### config.mk
export PLATFORM = sky130hd
export DESIGN_NAME = cmd_word_decoder
export DESIGN_NICKNAME = d
export VERILOG_FILES = /design/src/rtl/cmd_dec_pkg.sv /design/src/rtl/cmd_hdr_classify.sv /design/src/rtl/cmd_mthd_gate.sv /design/src/rtl/cmd_emit_stage.sv /design/src/rtl/cmd_word_decoder.sv
export SDC_FILE = /design/constraint.sdc
export NUM_CORES = 1
export LEC_CHECK = 0
export BUFFER_PORTS_ARGS = -buffer_cell sky130_fd_sc_hd__buf_2
export CORE_MARGIN = 4
export CORE_UTILIZATION = 55
export DETAILED_ROUTE_END_ITERATION = 8
export GPL_ROUTABILITY_DRIVEN = 1
export HOLD_SLACK_MARGIN = 0.06
export PLACE_DENSITY = 0.84
export SETUP_SLACK_MARGIN = 0.02
export SYNTH_ARGS = -nofsm -noshare
export SYNTH_HDL_FRONTEND = slang
export SYNTH_SLANG_ARGS = --single-unit
export TNS_END_PERCENT = 1
### constraint.sdc
create_clock -name clk -period 6.49 [get_ports clk]
set_input_delay 0.649 -clock clk [delete_from_list [all_inputs] [get_ports clk]]
set_output_delay 0.649 -clock clk [all_outputs]
set_load 0.05 [all_outputs]
### src/rtl/cmd_dec_pkg.sv
package cmd_dec_pkg;

  typedef enum logic [3:0] {
    HK_INC, HK_NONINC, HK_LONG, HK_JMP_OLD, HK_JMP,
    HK_CALL, HK_RET, HK_COND, HK_BAD
  } hdr_kind_e;

  typedef enum logic [1:0] {
    PH_IDLE, PH_LEN, PH_DATA
  } phase_e;

  localparam logic [2:0] ERR_CALL_BUSY = 3'd1;
  localparam logic [2:0] ERR_LOW_MTHD  = 3'd2;
  localparam logic [2:0] ERR_RET_IDLE  = 3'd3;
  localparam logic [2:0] ERR_BAD_HDR   = 3'd4;

  localparam logic [31:0] RET_WORD = 32'h0002_0000;

  // Header classification, first match wins.
  function automatic hdr_kind_e f_classify(input logic [31:0] w,
                                           input logic ring,
                                           input logic cond_en);
    hdr_kind_e k;
    k = HK_BAD;
    if (!ring && (w & 32'hE000_0003) == 32'h2000_0000)       k = HK_JMP_OLD;
    else if (!ring && w[1:0] == 2'b01)                        k = HK_JMP;
    else if (!ring && w[1:0] == 2'b10)                        k = HK_CALL;
    else if (!ring && w == RET_WORD)                          k = HK_RET;
    else if ((w & 32'hE003_0003) == 32'h0000_0000)            k = HK_INC;
    else if ((w & 32'hE003_0003) == 32'h4000_0000)            k = HK_NONINC;
    else if (ring && (w & 32'hFFFF_0003) == 32'h0003_0000)    k = HK_LONG;
    else if (cond_en && (w & 32'hFFFF_0003) == 32'h0001_0000) k = HK_COND;
    return k;
  endfunction

  function automatic logic [31:0] f_target(input logic [31:0] w, input logic legacy);
    return legacy ? (w & 32'h1FFF_FFFF) : (w & 32'hFFFF_FFFC);
  endfunction

  function automatic logic f_cond_hit(input logic [31:0] w, input logic [11:0] mask);
    return |(w[15:4] & mask);
  endfunction

endpackage

### src/rtl/cmd_hdr_classify.sv
module cmd_hdr_classify
  import cmd_dec_pkg::*;
#(
  parameter int MTHD_W = 11,
  parameter int SUBC_W = 3,
  parameter int HCNT_W = 11,
  parameter int MASK_W = 12
) (
  input  logic [31:0]       word,
  input  logic              ring_mode,
  input  logic              cond_enable,
  input  logic [MASK_W-1:0] card_mask,
  output hdr_kind_e         kind,
  output logic [MTHD_W-1:0] f_mthd,
  output logic [SUBC_W-1:0] f_subc,
  output logic [HCNT_W-1:0] f_cnt,
  output logic [31:0]       f_addr,
  output logic              f_hit
);
  localparam int SUBC_LO = 2 + MTHD_W;
  localparam int CNT_LO  = SUBC_LO + SUBC_W + 2;

  always_comb begin
    kind   = f_classify(word, ring_mode, cond_enable);
    f_mthd = word[2 +: MTHD_W];
    f_subc = word[SUBC_LO +: SUBC_W];
    f_cnt  = word[CNT_LO +: HCNT_W];
    f_addr = f_target(word, kind == HK_JMP_OLD);
    f_hit  = f_cond_hit(word, 12'(card_mask));
  end
endmodule

### src/rtl/cmd_mthd_gate.sv
module cmd_mthd_gate #(
  parameter int MTHD_W = 11,
  parameter int LOW_N  = 64
) (
  input  logic [MTHD_W-1:0] mthd,
  input  logic [LOW_N-1:0]  low_ok,
  input  logic              cond_enable,
  input  logic              cond_flag,
  output logic              mthd_bad,
  output logic              drop
);
  localparam int LIDX_W = $clog2(LOW_N);

  always_comb begin
    mthd_bad = (int'(mthd) < LOW_N) && !low_ok[mthd[LIDX_W-1:0]];
    drop     = cond_enable && !cond_flag;
  end
endmodule

### src/rtl/cmd_emit_stage.sv
module cmd_emit_stage #(
  parameter int MTHD_W = 11,
  parameter int SUBC_W = 3
) (
  input  logic              clk,
  input  logic              rst_n,
  input  logic              load,
  input  logic [SUBC_W-1:0] ld_subc,
  input  logic [MTHD_W-1:0] ld_mthd,
  input  logic [31:0]       ld_data,
  input  logic              out_ready,
  output logic              room,
  output logic              out_valid,
  output logic [SUBC_W-1:0] out_subc,
  output logic [MTHD_W-1:0] out_mthd,
  output logic [31:0]       out_data
);
  assign room = !out_valid || out_ready;

  always_ff @(posedge clk) begin
    if (!rst_n) begin
      out_valid <= 1'b0;
      out_subc  <= '0;
      out_mthd  <= '0;
      out_data  <= '0;
    end else if (load) begin
      out_valid <= 1'b1;
      out_subc  <= ld_subc;
      out_mthd  <= ld_mthd;
      out_data  <= ld_data;
    end else if (out_ready) begin
      out_valid <= 1'b0;
    end
  end
endmodule

### src/rtl/cmd_word_decoder.sv
module cmd_word_decoder
  import cmd_dec_pkg::*;
#(
  parameter int MTHD_W = 11,
  parameter int SUBC_W = 3,
  parameter int HCNT_W = 11,
  parameter int LCNT_W = 24,
  parameter int MASK_W = 12,
  parameter int LOW_N  = 64
) (
  input  logic              clk,
  input  logic              rst_n,
  input  logic              ring_mode,
  input  logic              cond_enable,
  input  logic [MASK_W-1:0] card_mask,
  input  logic [LOW_N-1:0]  low_mthd_ok,
  input  logic [31:0]       next_get,
  input  logic              in_valid,
  input  logic [31:0]       in_word,
  output logic              in_ready,
  output logic              out_valid,
  input  logic              out_ready,
  output logic [SUBC_W-1:0] out_subc,
  output logic [MTHD_W-1:0] out_mthd,
  output logic [31:0]       out_data,
  output logic              redirect_valid,
  output logic [31:0]       redirect_addr,
  output logic              err_valid,
  output logic [2:0]        err_code
);
  localparam logic [LCNT_W-1:0] CNT_ONE = LCNT_W'(1);

  phase_e            phase;
  logic [MTHD_W-1:0] cur_mthd;
  logic [SUBC_W-1:0] cur_subc;
  logic [LCNT_W-1:0] cur_cnt;
  logic              cur_incr;
  logic              sub_active;
  logic [31:0]       sub_ret;
  logic              cond_flag;

  hdr_kind_e         h_kind;
  logic [MTHD_W-1:0] h_mthd;
  logic [SUBC_W-1:0] h_subc;
  logic [HCNT_W-1:0] h_cnt;
  logic [31:0]       h_addr;
  logic              h_hit;
  logic              g_bad;
  logic              g_drop;
  logic              room;

  // Named internal events.
  logic acc, ev_hdr, ev_len, ev_dat, ev_emit, ev_mbad;

  assign in_ready = room;
  assign acc      = in_valid && in_ready;
  assign ev_hdr   = acc && phase == PH_IDLE;
  assign ev_len   = acc && phase == PH_LEN;
  assign ev_dat   = acc && phase == PH_DATA;
  assign ev_mbad  = ev_dat && g_bad;
  assign ev_emit  = ev_dat && !g_bad && !g_drop;

  cmd_hdr_classify #(
    .MTHD_W(MTHD_W), .SUBC_W(SUBC_W), .HCNT_W(HCNT_W), .MASK_W(MASK_W)
  ) u_cls (
    .word(in_word), .ring_mode(ring_mode), .cond_enable(cond_enable),
    .card_mask(card_mask), .kind(h_kind), .f_mthd(h_mthd), .f_subc(h_subc),
    .f_cnt(h_cnt), .f_addr(h_addr), .f_hit(h_hit)
  );

  cmd_mthd_gate #(.MTHD_W(MTHD_W), .LOW_N(LOW_N)) u_gate (
    .mthd(cur_mthd), .low_ok(low_mthd_ok), .cond_enable(cond_enable),
    .cond_flag(cond_flag), .mthd_bad(g_bad), .drop(g_drop)
  );

  cmd_emit_stage #(.MTHD_W(MTHD_W), .SUBC_W(SUBC_W)) u_emit (
    .clk(clk), .rst_n(rst_n), .load(ev_emit), .ld_subc(cur_subc),
    .ld_mthd(cur_mthd), .ld_data(in_word), .out_ready(out_ready),
    .room(room), .out_valid(out_valid), .out_subc(out_subc),
    .out_mthd(out_mthd), .out_data(out_data)
  );

  always_ff @(posedge clk) begin
    if (!rst_n) begin
      phase          <= PH_IDLE;
      cur_mthd       <= '0;
      cur_subc       <= '0;
      cur_cnt        <= '0;
      cur_incr       <= 1'b0;
      sub_active     <= 1'b0;
      sub_ret        <= '0;
      cond_flag      <= 1'b1;
      redirect_valid <= 1'b0;
      redirect_addr  <= '0;
      err_valid      <= 1'b0;
      err_code       <= '0;
    end else begin
      redirect_valid <= 1'b0;
      err_valid      <= 1'b0;
      if (ev_hdr) begin
        unique case (h_kind)
          HK_INC, HK_NONINC: begin
            cur_mthd <= h_mthd;
            cur_subc <= h_subc;
            cur_cnt  <= LCNT_W'(h_cnt);
            cur_incr <= (h_kind == HK_INC);
            phase    <= (h_cnt != '0) ? PH_DATA : PH_IDLE;
          end
          HK_LONG: begin
            cur_mthd <= h_mthd;
            cur_subc <= h_subc;
            cur_incr <= 1'b0;
            phase    <= PH_LEN;
          end
          HK_JMP_OLD, HK_JMP: begin
            redirect_valid <= 1'b1;
            redirect_addr  <= h_addr;
          end
          HK_CALL: begin
            if (sub_active) begin
              err_valid <= 1'b1;
              err_code  <= ERR_CALL_BUSY;
            end else begin
              sub_active     <= 1'b1;
              sub_ret        <= next_get;
              redirect_valid <= 1'b1;
              redirect_addr  <= h_addr;
            end
          end
          HK_RET: begin
            if (!sub_active) begin
              err_valid <= 1'b1;
              err_code  <= ERR_RET_IDLE;
            end else begin
              sub_active     <= 1'b0;
              redirect_valid <= 1'b1;
              redirect_addr  <= sub_ret;
            end
          end
          HK_COND: cond_flag <= h_hit;
          default: begin
            err_valid <= 1'b1;
            err_code  <= ERR_BAD_HDR;
          end
        endcase
      end else if (ev_len) begin
        cur_cnt <= in_word[LCNT_W-1:0];
        phase   <= (in_word[LCNT_W-1:0] != '0) ? PH_DATA : PH_IDLE;
      end else if (ev_dat) begin
        if (g_bad) begin
          err_valid <= 1'b1;
          err_code  <= ERR_LOW_MTHD;
          cur_cnt   <= '0;
          phase     <= PH_IDLE;
        end else begin
          cur_cnt <= cur_cnt - CNT_ONE;
          if (cur_incr) cur_mthd <= cur_mthd + 1'b1;
          if (cur_cnt == CNT_ONE) phase <= PH_IDLE;
        end
      end
    end
  end
endmodule

### After elaboration in Yosys (flattened, before gate mapping)

Cells that the tools add are included.

| word-level totals | value |
|---|---|
| output and inout port bits | 85 |
| input port bits | 146 |
| word-level logic and storage cells | 152 |
| register bits after elaboration | 159 |

| operators by class | value |
|---|---|
| reduce and logical (&&, ||, !) cells | 51 |
| equality and inequality tests | 27 |
| multiplexer cells | 52 |
| order comparisons | 2 |
| bitwise operators | 2 |
| add/sub/neg operators | 2 |

Operator list:

| kind | number |
|---|---|
| 24-bit two-way mux | 5 |
| 32-bit two-way mux | 3 |
| 32-bit one-hot mux with 3 select lines | 1 |
| 11-bit two-way mux | 6 |
| 32-bit by 18-bit == test with 1-bit output (second input constant) | 1 |
| 32-bit logical NOT | 1 |
| 4-bit two-way mux | 8 |
| 24-bit by 1-bit == test with 1-bit output (second input constant) | 1 |
| 24-bit nonzero test | 1 |
| 24-bit by 1-bit subtractor with 24-bit output (second input constant) | 1 |
| 18-bit by 3-bit == test with 1-bit output (second input constant) | 1 |
| 18-bit by 4-bit == test with 1-bit output (second input constant) | 1 |
| 3-bit two-way mux | 6 |
| 4-bit by 3-bit == test with 1-bit output (second input constant) | 4 |
| 1-bit logical AND | 14 |
| 2-bit two-way mux | 7 |
| 12-bit AND | 1 |
| 2-bit AND reduction | 6 |
| 2-bit nonzero test | 6 |
| 12-bit OR reduction | 1 |
| 11-bit by 1-bit adder with 11-bit output (second input constant) | 1 |
| 11-bit by 7-bit less-than comparator with 1-bit output (second input constant) | 1 |
| 11-bit nonzero test | 1 |
| 2-bit inequality test (second input constant) | 5 |
| 30 further kinds | 53 |

### Longest topological paths before layout

| logic depth | value |
|---|---|
| word-level depth | 14 |
| mapped depth | 11 |

### Cells and area by module

A second synthesis with hierarchy kept.

| unflattened totals | value |
|---|---|
| cells, all modules | 1022 |
| area total of the unflattened synthesis | 8904.8 um^2 |

By module, submodules not included:

| module | cells an instance | area each (um^2) | times used |
|---|---|---|---|
| cmd_word_decoder | 721 | 5790.6 | 1 |
| cmd_emit_stage | 152 | 1805.5 | 1 |
| cmd_hdr_classify | 100 | 693.2 | 1 |
| cmd_mthd_gate | 49 | 615.6 | 1 |

### Worst setup path after synthesis

No wires, ideal clock.

| path | value |
|---|---|
| path kind | in2reg |
| start point | input low_mthd_ok[42] |
| end point | register cur_cnt[19] |
| setup slack | 3548 ps |
| data arrival time | 2820 ps |
| cell stages on the path | 8 |
| data required time | 6367 ps |
| cell sequence | mux4_1 mux4_2 or4_1 o21ai_1 a21oi_1 buf_2 a221oi_1 nor2_1 |

| on the way | value |
|---|---|
| cells in the longest elaborated chain, start to end | 8 |

Ends and longest elaborated chain:

| item | line | text |
|---|---|---|
| start, declared | cmd_word_decoder.sv:16 | `input logic [LOW_N-1:0] low_mthd_ok,` |
| 1-bit binary-select mux with 6-bit select | cmd_mthd_gate.sv:15 | `mthd_bad = (int'(mthd) < LOW_N) && !low_ok[mthd[LIDX_W-1:0]];` |
| 1-bit two-way mux (not written as such) | cmd_mthd_gate.sv:15 |  |
| 1-bit logical NOT | cmd_mthd_gate.sv:15 |  |
| 1-bit logical AND | cmd_mthd_gate.sv:15 |  |
| 24-bit two-way mux | cmd_word_decoder.sv:150 | `if (g_bad) begin` |
| 24-bit two-way mux | cmd_word_decoder.sv:149 | `end else if (ev_dat) begin` |
| 24-bit two-way mux | cmd_word_decoder.sv:146 | `end else if (ev_len) begin` |
| 24-bit two-way mux | cmd_word_decoder.sv:100 | `if (ev_hdr) begin` |
| end signal, assigned | cmd_word_decoder.sv:105 | `cur_cnt <= LCNT_W'(h_cnt);` |
| end signal, assigned | cmd_word_decoder.sv:147 | `cur_cnt <= in_word[LCNT_W-1:0];` |
| end signal, assigned | cmd_word_decoder.sv:156 | `cur_cnt <= cur_cnt - CNT_ONE;` |
| end, declared | cmd_word_decoder.sv:36 | `logic [LCNT_W-1:0] cur_cnt;` |

No other way between the ends. The select of a mux whose other input is x is not followed.
A chain may end at the register's enable or synchronous reset.

### Final worst setup path

| path | value |
|---|---|
| start point | register cur_mthd[1] |
| end point | register cur_cnt[18] |

| on the way | value |
|---|---|
| cells in the longest elaborated chain, start to end | 8 |
| elaborated cells on any way between the ends | 9 |
| classes of those cells | order compare (1); mux (6); reduce/logical (2) |

Ends and longest elaborated chain:

| item | line | text |
|---|---|---|
| start, declared | cmd_word_decoder.sv:34 | `logic [MTHD_W-1:0] cur_mthd;` |
| start signal, assigned | cmd_word_decoder.sv:103 | `cur_mthd <= h_mthd;` |
| start signal, assigned | cmd_word_decoder.sv:110 | `cur_mthd <= h_mthd;` |
| start signal, assigned | cmd_word_decoder.sv:157 | `if (cur_incr) cur_mthd <= cur_mthd + 1'b1;` |
| 1-bit binary-select mux with 6-bit select | cmd_mthd_gate.sv:15 |  |
| 1-bit two-way mux (not written as such) | cmd_mthd_gate.sv:15 |  |
| 1-bit logical NOT | cmd_mthd_gate.sv:15 |  |
| 1-bit logical AND * | cmd_mthd_gate.sv:15 |  |
| 24-bit two-way mux * | cmd_word_decoder.sv:150 |  |
| 24-bit two-way mux * | cmd_word_decoder.sv:149 |  |
| 24-bit two-way mux * | cmd_word_decoder.sv:146 |  |
| 24-bit two-way mux * | cmd_word_decoder.sv:100 |  |

Every way passes the cells marked *; elsewhere a longest branch is shown, timed or not. The select of a mux whose other input is x is not followed.

==> flow_summary_export.csv <==
group,metric,value,unit
floorplanning,dieArea,0.01606,sq mm
clock_tree,cts_setup_buffers,0,
yosys,synth_edf_count,0,
sta,setup_viol,0,
sta,max_freq,256.0,MHz
grt,grt_pass1_vias,7462,
sta,hold_viol_final,0,
setup_path,cp_slowest_cell,"dfxtp_1",
route,drc_errors,0,
yosys,ys_warn_count,0,
grt,grt_antenna_before_repair,1,
outcome,status,"finished, final reports clean",
worst_hold_path,min_path_cells,2,
floorplanning,start_util,56.08,%
setup_path,cp-start-kind,"flip-flop",
sta,period_share,60.19,%
clock_tree,htree_num_levels,4,
placement,gp_congestion,0.9407,
grt,grtUsageTotal,31.16,%
floorplanning,die_h,126.7,um
route,postRouteAntennaNets,0,
clock_tree,cts.path.max_buffers,2,
route,viasPerCell,6.141,
cells_and_area,drive_above_1_share,25.70,%
floorplanning,io_pins,231,
cells_and_area,postLayoutCellArea,0.009540,sq mm
sta,slew_viol_final,0,
power,power.density,244.2,mW/mm^2
yosys,async_flop_share,0,%
cells_and_area,fin_cells,1352,
setup_path,crit_start,"cur_mthd[1]",
setup_path,endpoint_kind,"flip-flop",
worst_hold_path,hold_path_end,"u_emit.out_data[8]",
clock_tree,insertion_delay,430,ps
setup_path,crit_chain,"mux4_1 > mux4_2 > or4_1 > o21ai_1 > a21oi_1 > buf_4 > a222oi_1 > a21oi_1",
yosys,netlist_area,0.007754,sq mm
setup_path,worst_ep_required_time,6750,ps
yosys,synth_top_cell_by_area,"dfxtp_1",
setup_path,crit_arrival,4170,ps
grt,grt_pass1_wl,39760,um
yosys,syn-num-nets,1124,
power,p_leak,3.824,nW
yosys,syn_inst,975,
setup_path,cp_slowest_stage_delay,1020,ps
route,first_iter_violations,1003,
clock_tree,hold_buffers,0,
setup_path,r2r_slack,2580,ps
clock_tree,root_buffer,"clkbuf_16",
route,dr.pass1.iters,6,
clock_tree,cts_resized,0,
grt,grt_max_degree,103,
setup_path,crit_path_frequent_cell,"a21oi_1",
yosys,synth_top_area_share,41.05,%
setup_path,r2r-start,"cur_mthd[1]",
route,drt-total-wl,25880,um
yosys,ys_ff_latch,159,
yosys,synthDistinctLibCells,64,
cells_and_area,areaGrowthSynthToFinish,23.04,%
worst_hold_path,hp-start,"u_emit.out_data[8]",
setup_path,crit_fanout,22,
clock_tree,clock_sinks,159,
clock_tree,cts_tree,"yes",
power,peakVddDrop,180.9,uV
placement,portBuffers,230,
sta,finClkSkew,7.690,ps
setup_path,r2r_end,"cur_cnt[18]",
setup_path,critPathKind,"flip-flop to flip-flop",
floorplanning,core_area,0.01383,sq mm
clock_tree,cts_buffers,17,
yosys,syn_avg_cell_area,7.952,sq um
route,drt-wirelength-per-cell,19.14,um
yosys,synth_ff_type,"dfxtp_1",
sta,slew_headroom,22.90,%
sta,worst_pin_slew,1154,ps
cells_and_area,fin_util,69.00,%
flow_run,drv_cap,0,
sta,fin_crit,3906,ps
sta,rsz0062_at_grt,"false",
sta,tns,0,ps
yosys,synth_area_leaders,"dfxtp_1 41%, nand2_1 8.1%, a21oi_1 6.6%",
placement,place_area,0.008914,sq mm
placement,dp_cells,1319,
worst_hold_path,hold_path.class,"flip-flop to flip-flop",
route,num_vias,8302,
yosys,yosysSeqAreaShare,41.05,%
clock_tree,clkTransAtPathRegs,60,ps
setup_path,reg2regPathDepth,8,
floorplanning,rows,43,
grt,grt.overflow.total,0,
floorplanning,die_w,126.7,um
cells_and_area,nNetsFinal,1307,
placement,hpwl,17390,um
[critical path: cells and delay by family (launching register included)]
family	cells	cell delay (ps)
AOI/OAI and AO/OA	4	790
buffers and inverters	1	250
DFF	1	1020
muxes	2	1170
and+or+nand+nor	1	510
[placed cells by master, fill, tap and decap left out, types with 5 or more instances in the layout]
cell       instances
buf_4             12
or4_1              5
dfxtp_1          159
a21oi_1          103
nor3_1            30
nand2_1          168
o21a_1             8
nand3b_1           5
o32ai_1            8
clkbuf_16         17
mux4_2            14
a211oi_1          34
or3_1              9
o21ai_0           65
o31ai_1            5
mux2i_1           13
buf_2            229
a22oi_1           10
nor2_1            74
inv_1             12
nor4_1            13
and2_1             9
a221oi_1           8
nand3_1           63
[Yosys cell counts, types with 9 or more instances]
library cell,n
and2_1,9
a21oi_1,103
clkbuf_1,56
dfxtp_1,159
a211oi_1,34
nand2_1,168
or3_1,9
mux2i_1,13
nor2_1,75
nor3_1,30
nor4_1,14
mux4_2,14
o21ai_0,65
a22oi_1,10
nand3_1,63
inv_1,12
a221oi_1,9
[where the power goes]
group	internal (mW)	switching, mW
Sequential	0.996	0.0117
Combinational	0.0877	0.189
Clock	0.638	0.407
[final cells by class]
class / instances / area (sq um)
fill: 1122 / 4287
antenna: 1 / 2.502
clock inverter: 12 / 157.7
inverter: 13 / 48.80
tap: 180 / 225.2
sequential: 159 / 3183
timing repair buffer: 241 / 1236
multi-input combinational: 726 / 4220
clock buffer: 20 / 466.7
[logic make-up (layout without fill, tap and decap cells)]
logic type,after synthesis,after routing,synth area share [%]
buf+inv,90,286,4.922
mux,28,28,6.084
simple gates,403,403,23.70
other cells,0,1,0
flops,159,159,41.05
xor+xnor,7,7,0.7907
fa+ha+maj,3,3,0.4842
compound gates,285,285,22.96
[per-stage QoR]
step / power, mW / hold WS [ps] / worst slack [ps]
global placement: 1.296 / 433.1 / 2704
detailed placement: 1.299 / 447.4 / 2602
global route: 2.407 / 454.0 / 2332
floorplan: 1.185 / 436.0 / 3548
finish: 2.329 / 453.1 / 2584
CTS: 2.330 / 448.0 / 2587
[flip-flops by register name (all words and copies together), names as in the netlist]
name / flops
redirect_addr: 32
u_emit.out_valid: 1
sub_ret: 32
phase: 2
u_emit.out_mthd: 11
u_emit.out_data: 32
sub_active: 1
err_valid: 1
cur_subc: 3
u_emit.out_subc: 3
cur_incr: 1
cur_cnt: 24
err_code: 3
cur_mthd: 11
cond_flag: 1
redirect_valid: 1
[metal layers]
metal,vias up,track usage [%],share of wire (%)
met5,-,0,0
met4,0,13.94,3.7
met3,71,7.200,11
met2,495,47.35,45
met1,3839,42.38,41
li1,3897,-,-
[worst max path at each step]
stage / cells past startpoint / endpoint
5_1_grt: 8 / u_emit.out_data[18]
3_5_place_dp: 8 / u_emit.out_data[0]
4_1_cts: 8 / cur_cnt[18]
2_1_floorplan: 8 / cur_cnt[19]
6_report: 8 / cur_cnt[18]
3_3_place_gp: 8 / cur_cnt[18]
(Power assumes the default switching activity.)
